--- src/rtl/cyl_pkg.sv ---
package cyl_pkg;

  typedef enum logic {
    ST_LOAD  = 1'b0,
    ST_DRAIN = 1'b1
  } cyl_state_e;

  // position on a ring of n places, offset from a base place
  function automatic int ring_idx(input int base, input int off, input int n);
    return (base + off) % n;
  endfunction

endpackage

--- src/rtl/cyl_mac_cell.sv ---
module cyl_mac_cell #(
  parameter int DW = 8,
  parameter int AW = 20
) (
  input  logic                 clk,
  input  logic                 rst_n,
  input  logic                 mac_en,
  input  logic                 clr,
  input  logic                 shift_en,
  input  logic signed [DW-1:0] a,
  input  logic signed [DW-1:0] b,
  input  logic        [AW-1:0] shift_in,
  output logic        [AW-1:0] acc
);
  localparam int PW = 2 * DW;

  logic signed [PW-1:0] prod;
  logic        [AW-1:0] prod_ext;

  assign prod     = a * b;
  assign prod_ext = {{(AW - PW){prod[PW-1]}}, prod};

  always_ff @(posedge clk) begin
    if (!rst_n) begin
      acc <= '0;
    end else if (mac_en) begin
      acc <= (clr ? '0 : acc) + prod_ext;
    end else if (shift_en) begin
      acc <= shift_in;
    end
  end
endmodule

--- src/rtl/cyl_row_ring.sv ---
module cyl_row_ring #(
  parameter int N   = 3,
  parameter int DW  = 8,
  parameter int AW  = 20,
  parameter int ROW = 0
) (
  input  logic            clk,
  input  logic            rst_n,
  input  logic            mac_en,
  input  logic            clr,
  input  logic            shift_en,
  input  logic [DW-1:0]   a_in,
  input  logic [N*DW-1:0] b_row,
  output logic [AW-1:0]   head
);
  logic [AW-1:0] acc_v [N];

  for (genvar k = 0; k < N; k++) begin : g_cell
    localparam int BSEL = cyl_pkg::ring_idx(ROW, k, N);
    localparam int NXT  = cyl_pkg::ring_idx(k, 1, N);

    cyl_mac_cell #(.DW(DW), .AW(AW)) u_cell (
      .clk      (clk),
      .rst_n    (rst_n),
      .mac_en   (mac_en),
      .clr      (clr),
      .shift_en (shift_en),
      .a        (a_in),
      .b        (b_row[BSEL*DW +: DW]),
      .shift_in (acc_v[NXT]),
      .acc      (acc_v[k])
    );
  end

  assign head = acc_v[0];
endmodule

--- src/rtl/cyl_seq.sv ---
module cyl_seq #(
  parameter int N  = 3,
  parameter int IW = 2
) (
  input  logic          clk,
  input  logic          rst_n,
  input  logic          in_valid,
  input  logic          out_ready,
  output logic          in_ready,
  output logic          out_valid,
  output logic          mac_en,
  output logic          clr,
  output logic          shift_en,
  output logic [IW-1:0] diag,
  output logic          done
);
  import cyl_pkg::*;

  localparam logic [IW-1:0] LAST = IW'(N - 1);

  cyl_state_e    state;
  logic [IW-1:0] cnt;
  logic          in_fire;
  logic          out_fire;

  assign in_ready  = (state == ST_LOAD);
  assign out_valid = (state == ST_DRAIN);
  assign in_fire   = in_valid && in_ready;
  assign out_fire  = out_valid && out_ready;
  assign mac_en    = in_fire;
  assign clr       = in_fire && (cnt == '0);
  assign shift_en  = out_fire;
  assign diag      = cnt;

  always_ff @(posedge clk) begin
    if (!rst_n) begin
      state <= ST_LOAD;
      cnt   <= '0;
      done  <= 1'b0;
    end else begin
      done <= 1'b0;
      if (in_fire) begin
        if (cnt == LAST) begin
          cnt   <= '0;
          state <= ST_DRAIN;
        end else begin
          cnt <= cnt + 1'b1;
        end
      end else if (out_fire) begin
        if (cnt == LAST) begin
          cnt   <= '0;
          state <= ST_LOAD;
          done  <= 1'b1;
        end else begin
          cnt <= cnt + 1'b1;
        end
      end
    end
  end
endmodule

--- src/rtl/cyl_matmul.sv ---
module cyl_matmul #(
  parameter int N  = 3,
  parameter int DW = 8,
  parameter int AW = 20,
  parameter int IW = (N > 1) ? $clog2(N) : 1
) (
  input  logic            clk,
  input  logic            rst_n,
  input  logic            in_valid,
  output logic            in_ready,
  input  logic [N*DW-1:0] in_a,
  input  logic [N*DW-1:0] in_b,
  output logic            out_valid,
  input  logic            out_ready,
  output logic [N*AW-1:0] out_data,
  output logic [N*IW-1:0] out_row,
  output logic [N*IW-1:0] out_col,
  output logic            done
);
  logic          mac_en;
  logic          clr;
  logic          shift_en;
  logic [IW-1:0] diag;

  cyl_seq #(.N(N), .IW(IW)) u_seq (
    .clk       (clk),
    .rst_n     (rst_n),
    .in_valid  (in_valid),
    .out_ready (out_ready),
    .in_ready  (in_ready),
    .out_valid (out_valid),
    .mac_en    (mac_en),
    .clr       (clr),
    .shift_en  (shift_en),
    .diag      (diag),
    .done      (done)
  );

  for (genvar i = 0; i < N; i++) begin : g_row
    cyl_row_ring #(.N(N), .DW(DW), .AW(AW), .ROW(i)) u_ring (
      .clk      (clk),
      .rst_n    (rst_n),
      .mac_en   (mac_en),
      .clr      (clr),
      .shift_en (shift_en),
      .a_in     (in_a[i*DW +: DW]),
      .b_row    (in_b),
      .head     (out_data[i*AW +: AW])
    );

    assign out_row[i*IW +: IW] = IW'(i);
    assign out_col[i*IW +: IW] = IW'((i + int'(diag)) % N);
  end
endmodule

--- config.mk ---
export PLATFORM = sky130hd
export DESIGN_NAME = cyl_matmul
export DESIGN_NICKNAME = d
export VERILOG_FILES = /design/src/rtl/cyl_pkg.sv /design/src/rtl/cyl_mac_cell.sv /design/src/rtl/cyl_row_ring.sv /design/src/rtl/cyl_seq.sv /design/src/rtl/cyl_matmul.sv
export SDC_FILE = /design/constraint.sdc
export NUM_CORES = 2
export LEC_CHECK = 0
export ABC_AREA = 1
export BUFFER_PORTS_ARGS = -buffer_cell sky130_fd_sc_hd__buf_2
export CELL_PAD_IN_SITES_DETAIL_PLACEMENT = 1
export CELL_PAD_IN_SITES_GLOBAL_PLACEMENT = 2
export CORE_ASPECT_RATIO = 1.25
export CORE_MARGIN = 1
export CORE_UTILIZATION = 34
export CTS_CLUSTER_SIZE = 16
export DETAILED_ROUTE_END_ITERATION = 8
export PLACE_DENSITY = 0.83
export SETUP_SLACK_MARGIN = 0.1
export SLEW_MARGIN = 10
export SYNTH_ARGS = -nofsm -noshare
export SYNTH_HDL_FRONTEND = slang
export SYNTH_HIERARCHICAL = 1
export SYNTH_SLANG_ARGS = --single-unit
--- constraint.sdc ---
create_clock -name clk -period 5.9 [get_ports clk]
set_input_delay 0.295 -clock clk [delete_from_list [all_inputs] [get_ports clk]]
set_output_delay 0.295 -clock clk [all_outputs]
set_load 0.02 [all_outputs]
==> Yosys cells after proc, flatten, opt, wreduce, memory -nomap -nowiden <==
Index checks and enable logic that the tools add are counted.
{ "word_totals": {"ff_bits": 184, "word_cells": 84, "in_bits": 52, "out_inout_bits": 75} }
{ "classes": {"bitwise_logic": 3, "div": 3, "n_mux": 35, "n_addsub": 12, "n_eq_ne": 3, "n_reduce_logical": 7, "mul": 9} }
{ "ops": {"columns": ["cell", "count"], "rows": [
  ["$mux W20", 27],
  ["$add A20 B20 Y20", 9],
  ["$mul A8 B8 Y16", 9],
  ["$mod A32 B3 Y32 const B", 2],
  ["$mod A3 B3 Y32 const B", 1],
  ["$mux W2", 3],
  ["$mux W1", 5],
  ["$ne A2 B2 Y1 const B", 2],
  ["$add A1 B2 Y3 const A", 1],
  ["$add A2 B2 Y3 const A", 1],
  ["$logic_and A1 B1 Y1", 3],
  ["$not A1 Y1", 3],
  ["$reduce_and A3 Y1", 1],
  ["$reduce_or A3 Y1", 1],
  ["$add A2 B1 Y2 const B", 1],
  ["$eq A2 B2 Y1 const B", 1],
  ["$logic_not A2 Y1", 1],
  ["$reduce_bool A2 Y1", 1]
]} }

==> Longest topological paths before layout <==
{ "logic_depth": {"depth_word": 6, "mapped_depth": 37, "mapped_depth_nobuf": 36} }

==> Hierarchy <==
Netlist, hierarchy kept.
{ "by_module_without_submodules": {"columns": ["mod", "n_inst", "seq_area_each_um2", "cells_each", "area_per_inst_um2"], "rows": [
  ["cyl_mac_cell at g_row[0].u_ring.g_cell[0].u_cell ...", 6, 400.4, 712, 4754.6],
  ["cyl_mac_cell at g_row[2].u_ring.g_cell[1].u_cell ...", 2, 400.4, 723, 4822.1],
  ["cyl_mac_cell at g_row[2].u_ring.g_cell[0].u_cell", 1, 400.4, 709, 4833.4],
  ["cyl_seq", 1, 80.1, 26, 200.2],
  ["cyl_matmul", 1, 0.0, 15, 107.6]
]} }

==> Worst setup path after synthesis <==
Ideal clock, no wire load.
{ "synth_path": {"path_kind": "input to register", "from": "input port in_a[16]", "to": "register g_row[2].u_ring.g_cell[1].u_cell.acc[19]", "setup_ps": 118, "path_slack_ps": 227, "arrival_time_ps": 5554, "t_required_ps": 5782, "stages": 34, "n_path_buf": 1, "cell_sequence": "clkbuf_1 > or2_2 > fa_1 > fa_1 > inv_1 > fa_1 > inv_1 > fa_1 > inv_1 > ha_1 > nand3_1 > nand2_1 > a21oi_1 > o21bai_1 > a21oi_1 > o21bai_1 > nand2_1 > nand2_1 > a21oi_1 > xnor2_1 > ha_1 > nand2_1 > nor2_1 > inv_1 > nor3_1 > nand2_1 > o2111ai_1 > nand2_1 > nand2_2 > nand2_1 > nand3_1 > nand3_1 > nand2_1 > a21oi_2"} }
{ "synth_between": {"elab_chain_len": 3} }
{ "synth_rtl": {"columns": ["element", "line_no", "text"], "rows": [
  ["from (decl)", "cyl_matmul.sv:11", "input logic [N*DW-1:0] in_a,"],
  ["$mul A8 B8 Y16", "cyl_mac_cell.sv:20", "assign prod = a * b;"],
  ["$add A20 B20 Y20", "cyl_mac_cell.sv:27", "acc <= (clr ? '0 : acc) + prod_ext;"],
  ["$mux W20", "cyl_mac_cell.sv:26", "end else if (mac_en) begin"],
  ["to (signal assigned)", "cyl_mac_cell.sv:27", null],
  ["to (signal assigned)", "cyl_mac_cell.sv:29", "acc <= shift_in;"],
  ["to (decl)", "cyl_mac_cell.sv:13", "output logic [AW-1:0] acc"]
]} }
No other way between the ends.
A chain may end at the register's enable or synchronous reset.

==> Worst setup path after layout <==
{ "layout_path": {"from": "input port in_b[23]", "to": "register g_row[2].u_ring.g_cell[0].u_cell.acc[19]"} }
{ "layout_between": {"elab_chain_len": 3} }
{ "layout_rtl": {"columns": ["element", "line_no", "text"], "rows": [
  ["from (decl)", "cyl_matmul.sv:12", "input logic [N*DW-1:0] in_b,"],
  ["$mul A8 B8 Y16", "cyl_mac_cell.sv:20", null],
  ["$add A20 B20 Y20", "cyl_mac_cell.sv:27", null],
  ["$mux W20", "cyl_mac_cell.sv:26", null],
  ["to (signal assigned)", "cyl_mac_cell.sv:27", null],
  ["to (signal assigned)", "cyl_mac_cell.sv:29", null],
  ["to (decl)", "cyl_mac_cell.sv:13", null]
]} }
No other way between the ends.

==> impl_metrics.toml <==
[status]
outcome = "finished, final reports clean"

[die]
die_width_um = 321
chipHeight_um = 401
floorplan.rows = 146
num_io_pins = 127
initial_core_util = 0.342
design.die.area_sq_mm = 0.129
placeable_area_sq_mm = 0.127

[drt]
routed_wire_length_per_instance_um = 16.6
totalWireLength_mm = 141
vias = 40311
avgViaCountPerCell = 4.74
drcViolationCount = 0
final_antenna_net_count = 0
drt-pass1-iter-count = 5
detail_route.iter0.violations = 1676

[layout]
multiInputGateArea_sq_mm = 0.0325
num-nets-final = 7777
layout.cells.most_common = "sky130_fd_sc_hd__inv_1"
mostFrequentLayoutCells = "sky130_fd_sc_hd__inv_1, sky130_fd_sc_hd__nand2_1, sky130_fd_sc_hd__fa_1"
flow.area_growth_from_synthesis_pct = 13.5
drive_above_1_share = 0.129
sequential_cell_area_sq_mm = 0.00368
fillCellCount = 16470

[timing]
post-route-worst-setup-slack_ps = 397
unrepaired_setup_endpoints_after_global_routing = "false"
fin_worst_skew_ps = 14.2
post-route-min-period_ps = 5500
setup_viol = 0
fin_worst_hold_slack_ps = 107
slew_worst_pin_ps = 975
max_slew_margin = 0.349
post-route-period-util = 0.933
max_freq_ghz = 0.182
slew_violations = 0
final_hold_viol_count = 0

[setup_path]
cp_data_required_time_ps = 6320
cp_max_fo = 5
cp-start-kind = "input pin"
critical_path.endpoint_type = "flip-flop"
slowest_delay_ps = 540
criticalPathCategory = "in -> reg"
cpMaxStageDelayCell = "sky130_fd_sc_hd__fa_1"
timing.critical_path.mode_cell = "sky130_fd_sc_hd__nand2_1"
cp_data_arrival_time_ps = 5920

[grt]
grt.total_usage = 0.223
grt_overflow_total = 0
antenna_found_initial = 13
grt_pass1_wl_mm = 228
grt_start_max_net_pins = 162
grt_pass1_vias = 43306

[cts]
cts.htree.levels = 4
cts.clk_slew.worst_paths_ps = 80
insertion_delay_ps = 550
cts-root-buf = "sky130_fd_sc_hd__clkbuf_16"
cts_buffer_depth = 2
tritoncts = "yes"
clock_net_sink_count = 184
numCtsBuffers = 17

[synth]
synthCells = 6468
synth_cell_types = 43
predominant_post_synthesis_flop_cell = "sky130_fd_sc_hd__dfxtp_1"
syn-cell-area_sq_mm = 0.0433
synthesis.area_per_instance_sq_um = 6.70
postSynth.asyncResetShare = 0
yosys_register_bits = 184
synth_sequential_area_ratio = 0.0850
synth_enable_flop_cells = 0
yosys_warnings = 6

[pwr]
power.static_leakage_uw = 0.0287
pwr-share-comb = 0.890
power_density_mw_per_mm2 = 638
power_frac_seq = 0.071
power_report.internal_total_uw = 14300
switching_power_uw = 17100
switching_share_of_power = 0.544
clk_pwr_share = 0.040
max-vdd-ir-drop_uv = 318
power.total_uw = 31400

[place]
dp_slack_ps = -442
port-buffer-count = 120
gpl.final_weighted_congestion = 0.888
detailed_place_hpwl_mm = 119

[hold_path]
hp-class = "in -> reg"

[flow_run]
maxCapViolCount = 0
-- logic make-up after synthesis --
family,after synthesis,share of synthesized area
xor+xnor,231,0.0467
fa+ha+maj,938,0.358
simple gates,2429,0.243
flops,184,0.0850
compound gates,738,0.0968
buf+inv,1946,0.170
other cells,2,0.000173
-- what timing repair did --
item,CTS,global route
hold buffers,0,0
gates resized for setup,0,64
endpoints found under the setup margin,0,59
setup buffers,0,2
-- critical path: cells and delay by family --
kind            cells  cell delay [ps]
fa+ha+maj           6             2700
compound gates      7              930
simple gates       13             1320
buf+inv             7              570
xor+xnor            1              100
-- sequential cells by signal, indices dropped and copies added (netlist names) --
name and cells:
u_seq/done 1, u_seq/diag 2, g_row.u_ring/g_cell.u_cell/acc 180, u_seq/out_valid 1
-- power groups by stage --
| stage | clock network, uW | registers [uW] | logic (uW) |
|---|---|---|---|
| floorplan | 0 | 2120 | 18400 |
| global placement | 0 | 2250 | 26900 |
| detailed placement | 0 | 2250 | 27700 |
| CTS | 1300 | 2220 | 27900 |
| global route | 1330 | 2260 | 31500 |
| finish | 1250 | 2220 | 27900 |
-- cells in the mapped netlist (23+ instances only) --
cell type	instances	area, sq um
sky130_fd_sc_hd__a21oi_2	23	201
sky130_fd_sc_hd__nand3_1	239	1200
sky130_fd_sc_hd__nor2_2	26	163
sky130_fd_sc_hd__dfxtp_1	184	3680
sky130_fd_sc_hd__o21ai_0	164	821
sky130_fd_sc_hd__fa_1	504	10100
sky130_fd_sc_hd__inv_1	1677	6290
sky130_fd_sc_hd__a21oi_1	385	1930
sky130_fd_sc_hd__nand3_2	33	330
sky130_fd_sc_hd__nand2_1	1606	6030
sky130_fd_sc_hd__clkbuf_1	222	833
sky130_fd_sc_hd__xor2_1	112	981
sky130_fd_sc_hd__a21o_1	26	195
sky130_fd_sc_hd__o211ai_1	24	180
sky130_fd_sc_hd__ha_1	434	5430
sky130_fd_sc_hd__nand2_4	32	360
sky130_fd_sc_hd__nand2_2	64	400
sky130_fd_sc_hd__xnor2_1	119	1040
sky130_fd_sc_hd__a31o_2	37	324
sky130_fd_sc_hd__nor2_1	342	1280
-- metal layers --
layer,vias up,track usage,part of all wire
li1,19838,-,-
met2,467,0.415,0.52
met5,-,0,0.00052
met3,187,0.0245,0.028
met4,12,0.0706,0.031
met1,19807,0.264,0.42
-- per-stage QoR --
step	utilization	cell area, sq um	instances	TNS (ps)
after floorplan	-	43300	6472	0
after global placement	0.382	48300	8468	-6520
after detailed placement	0.382	48300	8468	-14820
after CTS	0.386	48900	8499	0
after global routing	0.388	49200	8501	0
final	0.388	49200	8506	0
-- area by class of cell --
type / instances / area share
Sequential cell: 184 / 0.0749
Timing Repair Buffer: 537 / 0.0793
Antenna cell: 5 / 0.000254
Inverter: 1705 / 0.130
Tap cell: 1702 / 0.0433
Multi-Input combinational cell: 4342 / 0.660
Clock buffer: 19 / 0.00921
Clock inverter: 12 / 0.00265
-- path summary, 6_finish.rpt --
| path | start | endpoint | slack, ps | depth (start not counted) |
|---|---|---|---|---|
| worst min-delay path | in_valid | u_seq/diag[0] | 110 | 4 |
| worst min register to register | g_row[0].u_ring/g_cell[1].u_cell/acc[10] | g_row[0].u_ring/g_cell[1].u_cell/acc[10] | 490 | 2 |
| worst max register to register | u_seq/out_valid | g_row[2].u_ring/g_cell[2].u_cell/acc[16] | 2070 | 18 |
| worst max-delay path | in_b[23] | g_row[2].u_ring/g_cell[0].u_cell/acc[19] | 400 | 34 |
Power figures use the tool's default switching activity.
